`src/rtl/spi_pair_pkg.sv`:
```
package spi_pair_pkg;
  localparam int DATA_W     = 8;
  localparam int ADDR_W     = DATA_W - 1;
  localparam int FRAME_BITS = 2 * DATA_W;
  localparam int CNT_W      = $clog2(FRAME_BITS + 1);

  typedef struct packed {
    logic              rd;
    logic [ADDR_W-1:0] addr;
  } cmd_t;
endpackage

```
`src/rtl/spi_in_sync.sv`:
```
module spi_in_sync #(
  parameter int STAGES = 2
) (
  input  logic clk_i,
  input  logic rst_ni,
  input  logic sclk_i,
  input  logic cs_ni,
  input  logic sdi_i,
  output logic sclk_rise_o,
  output logic sclk_fall_o,
  output logic cs_act_o,
  output logic sdi_o
);
  logic [STAGES-1:0] sclk_p, cs_p, sdi_p;
  logic              sclk_prev_q;

  generate
    if (STAGES == 1) begin : g_one
      always_ff @(posedge clk_i or negedge rst_ni) begin
        if (!rst_ni) begin
          sclk_p <= '0;
          cs_p   <= '1;
          sdi_p  <= '0;
        end else begin
          sclk_p <= sclk_i;
          cs_p   <= cs_ni;
          sdi_p  <= sdi_i;
        end
      end
    end else begin : g_chain
      always_ff @(posedge clk_i or negedge rst_ni) begin
        if (!rst_ni) begin
          sclk_p <= '0;
          cs_p   <= '1;
          sdi_p  <= '0;
        end else begin
          sclk_p <= {sclk_p[STAGES-2:0], sclk_i};
          cs_p   <= {cs_p[STAGES-2:0], cs_ni};
          sdi_p  <= {sdi_p[STAGES-2:0], sdi_i};
        end
      end
    end
  endgenerate

  always_ff @(posedge clk_i or negedge rst_ni) begin
    if (!rst_ni) sclk_prev_q <= 1'b0;
    else         sclk_prev_q <= sclk_p[STAGES-1];
  end

  assign sclk_rise_o = sclk_p[STAGES-1] & ~sclk_prev_q;
  assign sclk_fall_o = ~sclk_p[STAGES-1] & sclk_prev_q;
  assign cs_act_o    = ~cs_p[STAGES-1];
  assign sdi_o       = sdi_p[STAGES-1];
endmodule

```
`src/rtl/spi_frame_rx.sv`:
```
module spi_frame_rx
  import spi_pair_pkg::*;
(
  input  logic              clk_i,
  input  logic              rst_ni,
  input  logic              cs_act_i,
  input  logic              rise_i,
  input  logic              sdi_i,
  output logic [ADDR_W-1:0] addr_o,
  output logic              rd_o,
  output logic              data_phase_o,
  output logic              re_o,
  output logic              we_o,
  output logic [DATA_W-1:0] wdata_o
);
  localparam logic [CNT_W-1:0] CMD_LAST  = CNT_W'(DATA_W - 1);
  localparam logic [CNT_W-1:0] DATA_LAST = CNT_W'(FRAME_BITS - 1);
  localparam logic [CNT_W-1:0] CNT_FULL  = CNT_W'(FRAME_BITS);
  localparam logic [CNT_W-1:0] DATA_BASE = CNT_W'(DATA_W);

  logic [CNT_W-1:0]  cnt_q;
  logic [DATA_W-1:0] rx_q, rx_next;
  cmd_t              cmd_q;
  logic              re_q, we_q;
  logic [DATA_W-1:0] wdata_q;

  assign rx_next = {rx_q[DATA_W-2:0], sdi_i};

  always_ff @(posedge clk_i or negedge rst_ni) begin
    if (!rst_ni) begin
      cnt_q   <= '0;
      rx_q    <= '0;
      cmd_q   <= '0;
      re_q    <= 1'b0;
      we_q    <= 1'b0;
      wdata_q <= '0;
    end else begin
      re_q <= 1'b0;
      we_q <= 1'b0;
      if (!cs_act_i) begin
        cnt_q <= '0;
        rx_q  <= '0;
      end else if (rise_i && cnt_q < CNT_FULL) begin
        rx_q  <= rx_next;
        cnt_q <= cnt_q + 1'b1;
        if (cnt_q == CMD_LAST) begin
          cmd_q <= cmd_t'(rx_next);
          re_q  <= rx_next[DATA_W-1];
        end
        if (cnt_q == DATA_LAST && !cmd_q.rd) begin
          we_q    <= 1'b1;
          wdata_q <= rx_next;
        end
      end
    end
  end

  assign addr_o       = cmd_q.addr;
  assign rd_o         = cmd_q.rd;
  assign data_phase_o = cs_act_i && (cnt_q >= DATA_BASE);
  assign re_o         = re_q;
  assign we_o         = we_q;
  assign wdata_o      = wdata_q;


  cnt_clear_chk: assert property (@(posedge clk_i) disable iff (!rst_ni)
    !cs_act_i |=> cnt_q == '0);

  cnt_bound_chk: assert property (@(posedge clk_i) disable iff (!rst_ni)
    cnt_q <= CNT_FULL);

  we_full_chk: assert property (@(posedge clk_i) disable iff (!rst_ni)
    we_q |-> (cnt_q == CNT_FULL || !cs_act_i) && !cmd_q.rd);

  re_cmd_chk: assert property (@(posedge clk_i) disable iff (!rst_ni)
    re_q |-> cmd_q.rd);

  strobe_excl_chk: assert property (@(posedge clk_i) disable iff (!rst_ni)
    !(re_q && we_q));

  re_pulse_chk: assert property (@(posedge clk_i) disable iff (!rst_ni)
    re_q |=> !re_q);

  we_pulse_chk: assert property (@(posedge clk_i) disable iff (!rst_ni)
    we_q |=> !we_q);
endmodule

```
`src/rtl/spi_tx_shift.sv`:
```
module spi_tx_shift
  import spi_pair_pkg::*;
(
  input  logic              clk_i,
  input  logic              rst_ni,
  input  logic              load_i,
  input  logic [DATA_W-1:0] din_i,
  input  logic              shift_i,
  input  logic              clear_i,
  output logic              sdo_o
);
  logic [DATA_W-1:0] tx_q;
  logic              sdo_q;

  always_ff @(posedge clk_i or negedge rst_ni) begin
    if (!rst_ni) begin
      tx_q  <= '0;
      sdo_q <= 1'b0;
    end else begin
      if (load_i)       tx_q <= din_i;
      else if (shift_i) tx_q <= {tx_q[DATA_W-2:0], 1'b0};
      if (clear_i)      sdo_q <= 1'b0;
      else if (shift_i) sdo_q <= tx_q[DATA_W-1];
    end
  end

  assign sdo_o = sdo_q;


  load_capture_chk: assert property (@(posedge clk_i) disable iff (!rst_ni)
    load_i |=> tx_q == $past(din_i));

  no_load_shift_chk: assert property (@(posedge clk_i) disable iff (!rst_ni)
    !(load_i && shift_i));
endmodule

```
`src/rtl/spi_pair_slave.sv`:
```
module spi_pair_slave
  import spi_pair_pkg::*;
#(
  parameter int SYNC_STAGES = 2
) (
  input  logic              clk_i,
  input  logic              rst_ni,
  input  logic              sclk_i,
  input  logic              cs_ni,
  input  logic              sdi_i,
  output logic              sdo_o,
  output logic              sdo_oe_o,
  output logic [ADDR_W-1:0] reg_addr_o,
  output logic              reg_re_o,
  input  logic [DATA_W-1:0] reg_rdata_i,
  output logic              reg_we_o,
  output logic [DATA_W-1:0] reg_wdata_o
);
  logic rise, fall, cs_act, sdi_s;
  logic rd, data_phase, sdo_raw;

  spi_in_sync #(.STAGES(SYNC_STAGES)) u_sync (
    .clk_i       (clk_i),
    .rst_ni      (rst_ni),
    .sclk_i      (sclk_i),
    .cs_ni       (cs_ni),
    .sdi_i       (sdi_i),
    .sclk_rise_o (rise),
    .sclk_fall_o (fall),
    .cs_act_o    (cs_act),
    .sdi_o       (sdi_s)
  );

  spi_frame_rx u_rx (
    .clk_i        (clk_i),
    .rst_ni       (rst_ni),
    .cs_act_i     (cs_act),
    .rise_i       (rise),
    .sdi_i        (sdi_s),
    .addr_o       (reg_addr_o),
    .rd_o         (rd),
    .data_phase_o (data_phase),
    .re_o         (reg_re_o),
    .we_o         (reg_we_o),
    .wdata_o      (reg_wdata_o)
  );

  spi_tx_shift u_tx (
    .clk_i   (clk_i),
    .rst_ni  (rst_ni),
    .load_i  (reg_re_o),
    .din_i   (reg_rdata_i),
    .shift_i (fall && data_phase && rd),
    .clear_i (!cs_act),
    .sdo_o   (sdo_raw)
  );

  assign sdo_oe_o = data_phase && rd;
  assign sdo_o    = sdo_oe_o ? sdo_raw : 1'b0;


  oe_write_chk: assert property (@(posedge clk_i) disable iff (!rst_ni)
    reg_we_o |-> !sdo_oe_o);

  oe_cmd_chk: assert property (@(posedge clk_i) disable iff (!rst_ni)
    reg_re_o |-> sdo_oe_o || !cs_act);
endmodule

```
`config.mk`:
```
export PLATFORM = sky130hd
export DESIGN_NAME = spi_pair_slave
export DESIGN_NICKNAME = d
export VERILOG_FILES = /design/src/rtl/spi_pair_pkg.sv /design/src/rtl/spi_in_sync.sv /design/src/rtl/spi_frame_rx.sv /design/src/rtl/spi_tx_shift.sv /design/src/rtl/spi_pair_slave.sv
export SDC_FILE = /design/constraint.sdc
export NUM_CORES = 1
export LEC_CHECK = 0
export BUFFER_PORTS_ARGS = -buffer_cell sky130_fd_sc_hd__buf_4
export CORE_ASPECT_RATIO = 0.9
export CORE_UTILIZATION = 49
export CTS_BUF_LIST = sky130_fd_sc_hd__clkbuf_4
export CTS_CLUSTER_DIAMETER = 30
export DETAILED_ROUTE_END_ITERATION = 10
export MAX_ROUTING_LAYER = met4
export PLACE_DENSITY_LB_ADDON = 0.05
export SETUP_SLACK_MARGIN = 0.5
export SLEW_MARGIN = 30
export SYNTH_ARGS = -nofsm -noshare
export SYNTH_HDL_FRONTEND = slang
export SYNTH_SLANG_ARGS = --single-unit
```
`constraint.sdc`:
```
create_clock -name clk_i -period 2.1 [get_ports clk_i]
set_input_delay 0.525 -clock clk_i [delete_from_list [all_inputs] [get_ports clk_i]]
set_output_delay 0.525 -clock clk_i [all_outputs]
set_load 0.02 [all_outputs]
```
==> results.cfg <==
[outcome]
status = completed

[power]
p_sw_mw = 0.333
power_per_cell_area_nw_per_um2 = 611
ir_worst_vdd_mv = 0.451
static-leakage-power_nw = 1.17
combinationalPowerShare_pct = 5.9
power.share.sequential_pct = 58.6
pwr-share-clk_pct = 35.6
power_switching_share_pct = 21.5
power_report.internal_total_mw = 1.22

[sta]
totalNegativeSetupSlack_ns = 0
grt_setup_unrepaired = yes
final.period_utilization_pct = 88.2
slew_headroom_pct = 60.4
timing.fmax_mhz = 540
report.final.hold_viol_count = 0
final.setup_skew_ns = 0.0102
period_needed_ns = 1.85
final_max_slew_viols = 0
timing_worst_slew_pin_value_ns = 0.593
fin_worst_hold_slack_ns = 0.135
final-setup-viol-count = 0

[synth]
synth_warn = 0
synth_top_cells_by_count = 44 x sky130_fd_sc_hd__dfrtp_1, 18 x sky130_fd_sc_hd__a21oi_1, 17 x sky130_fd_sc_hd__nand2_1
seq_area_frac_synth_pct = 59.6
synth.net_count = 181
synth_ff_type = sky130_fd_sc_hd__dfrtp_1
post-synth-top-area-fraction_pct = 56.9
cells_after_synthesis = 165
syn-cell-area_um2 = 1930
postSynthAreaPerCell_um2 = 11.7
synth_edf_count = 0
synth_area_leaders = sky130_fd_sc_hd__dfrtp_1 57%, sky130_fd_sc_hd__mux2_2 7.6%, sky130_fd_sc_hd__a21oi_1 4.7%
postSynthRegisterBits = 46
post-synth-top-count-cell = sky130_fd_sc_hd__dfrtp_1
ys_async_sr_fraction_pct = 100
ys_types = 28
post-synth-top-area-cell = sky130_fd_sc_hd__dfrtp_1

[cells_and_area]
areaGrowthSynthToFinish_pct = 31.1
nFillCells = 285
sequential_cell_area_um2 = 1160
number_of_nets_in_the_layout = 234
post_route_cells_drive_above_1_share_pct = 44.3
antennaDiodeCount = 0
multi_input_area_um2 = 808

[setup_path]
timing.critical_path.arrival_ns = 1.33
worstRegToRegCells = 5
regToRegEndpoint = u_rx.cnt_q[2]$_DFFE_PN0P_
worstSetupPathType = reg2out
critPathLaunchType = register
critical_path.reg2reg.startpoint = u_rx.cnt_q[4]$_DFFE_PN0P_
worstPathMaxFanout = 5
required_time_of_the_critical_path_ns = 1.57
ff2ff_setup_slack_ns = 0.45
worstSetupEndpointType = output port

[placement]
hpwlAfterDp_mm = 2.42
portBuffers = 31
gpl.final_weighted_congestion = 0.838

[clock_tree]
tritoncts_num_sinks = 46
clockRootBuffer = sky130_fd_sc_hd__clkbuf_4
clk-insertion-delay-late_ns = 0.36
clk_pin_slew_worst_paths_ns = 0.12
clock_tree.htree_level_count = 2
number_of_cts_inserted_buffers = 5
clock_tree_from_tritoncts = yes
post_cts_hold_buffer_count = 0
clock_path_buffers = 2

[global_routing]
antenna_found_initial = 0
globalRoute.totalOverflow = 0
first_global_vias = 1371
groute.usage.overall_pct = 21.6
maximum_number_of_pins_on_one_net_before_global_route_repair = 47
wire_length_of_the_first_global_routing_pass_mm = 6.32

[floorplan]
fp-row-count = 21
die_width_um = 68.2
floorplan.io_pins = 32
die_height_um = 61.6
core_area_um2 = 3760
design.die.area_um2 = 4200
initial_core_util_pct = 51.5

[routing]
wl_per_cell_um = 15.5
drt-initial-drc-count = 125
dr.pass1.iters = 4
route.final.wire_length_mm = 4.11
postRouteAntennaNets = 0
drt-vias-per-instance = 5.50
dr_total_vias = 1458
detail_route.drc_violations = 0

[flow_run]
maxCapViolations = 0

[hold_path]
worst_hold_path_type = in2async
## cell type report
class / instances / share of cell area (%)
Multi-Input combinational cell: 105 / 31.9
Tap cell: 46 / 2.27
Inverter: 6 / 0.888
Clock inverter: 1 / 1.18
Sequential cell: 46 / 45.6
Clock buffer: 7 / 2.07
Timing Repair Buffer: 54 / 16.1
## cells by family (layout without fill, tap and decap cells)
| group | count (synthesis) | count (layout) | share of synthesized area [%] |
|---|---|---|---|
| adder cells (fa/ha/maj) | 3 | 3 | 1.94 |
| multiplexers | 17 | 17 | 9.90 |
| flip-flops | 46 | 46 | 59.6 |
| buffers and inverters | 16 | 68 | 3.23 |
| AND/OR/NAND/NOR | 46 | 48 | 13.0 |
| XOR/XNOR | 1 | 1 | 0.453 |
| AO/OA/AOI/OAI | 36 | 36 | 11.8 |
## metal layers
metal | up-vias | part of all wire, % | GRT usage [%]
met5 | - | 0 | -
met4 | 0 | 1.3 | 9.23
met3 | 9 | 7.0 | 5.00
met2 | 46 | 46 | 31.5
met1 | 711 | 46 | 28.8
li1 | 692 | - | -
## flip-flops by register name, summed over array words and instances, names as in the netlist
signal,flops
u_rx.re_o,1
u_sync.cs_p,2
u_tx.sdo_o,1
u_rx.rx_q,7
u_sync.sdi_p,2
u_sync.sclk_p,2
u_rx.cnt_q,5
u_rx.wdata_o,8
u_tx.tx_q,8
u_rx.rd_o,1
u_sync.sclk_prev_q,1
u_rx.we_o,1
u_rx.addr_o,7
## power by group through the flow
stage	Sequential, mW	Combinational, mW	Clock, mW
2_1_floorplan	0.921	0.0266	0
3_3_place_gp	0.925	0.0631	0
3_5_place_dp	0.926	0.0644	0
4_1_cts	0.906	0.0819	0.558
5_1_grt	0.909	0.101	0.592
6_report	0.907	0.0907	0.551
## critical path, stage by stage (launching register included)
cell	delay (ns)
sky130_fd_sc_hd__dfrtp_1	0.45
sky130_fd_sc_hd__or2_4	0.25
sky130_fd_sc_hd__and3_4	0.15
sky130_fd_sc_hd__buf_6	0.12
## how the worst max path moves through the flow
stage / start / endpoint / slack (ns)
floorplan: u_sync.cs_p[1]$_DFF_PN1_ / sdo_oe_o / 0.49
global placement: u_rx.cnt_q[4]$_DFFE_PN0P_ / u_rx.addr_o[6]$_DFFE_PN0P_ / 0.37
detailed placement: u_rx.cnt_q[4]$_DFFE_PN0P_ / u_rx.addr_o[6]$_DFFE_PN0P_ / 0.32
CTS: u_rx.cnt_q[3]$_DFFE_PN0P_ / sdo_o / 0.26
global route: u_rx.cnt_q[3]$_DFFE_PN0P_ / sdo_o / 0.20
finish: u_rx.cnt_q[3]$_DFFE_PN0P_ / sdo_o / 0.25
## metrics by stage
stage | utilization (%) | worst slack [ns] | total power, mW | area [um^2] | instances
after floorplan | - | 0.493 | 0.948 | 1950 | 165
after global placement | 59.4 | 0.365 | 0.988 | 2230 | 237
after detailed placement | 59.4 | 0.323 | 0.990 | 2230 | 237
after CTS | 65.3 | 0.261 | 1.55 | 2450 | 258
after global routing | 67.5 | 0.196 | 1.60 | 2540 | 265
final | 67.5 | 0.249 | 1.55 | 2540 | 265
## placed cells by master, fill, tap and decap left out, types with 3 or more instances in the layout
cell type                  synthesis  layout
sky130_fd_sc_hd__buf_4             0      53
sky130_fd_sc_hd__mux2_2           13      13
sky130_fd_sc_hd__nor2b_1          10      10
sky130_fd_sc_hd__nor2_1            6       3
sky130_fd_sc_hd__a41oi_1           7       7
sky130_fd_sc_hd__nand2_1          17      17
sky130_fd_sc_hd__nor2_2            0       3
sky130_fd_sc_hd__a21oi_1          18      16
sky130_fd_sc_hd__dfrtp_1          44      42
sky130_fd_sc_hd__clkbuf_4          0       7
sky130_fd_sc_hd__inv_1             6       5
sky130_fd_sc_hd__mux2_1            4       4
sky130_fd_sc_hd__o31ai_1           9       9
## what timing repair did
item | CTS | global route
setup endpoints to repair | 20 | 15
pin swaps | 4 | 3
gates resized for setup | 10 | 7
buffers inserted | 12 | 6
gates cloned | 1 | 1
No activity file was read; power rests on OpenSTA's default activity.
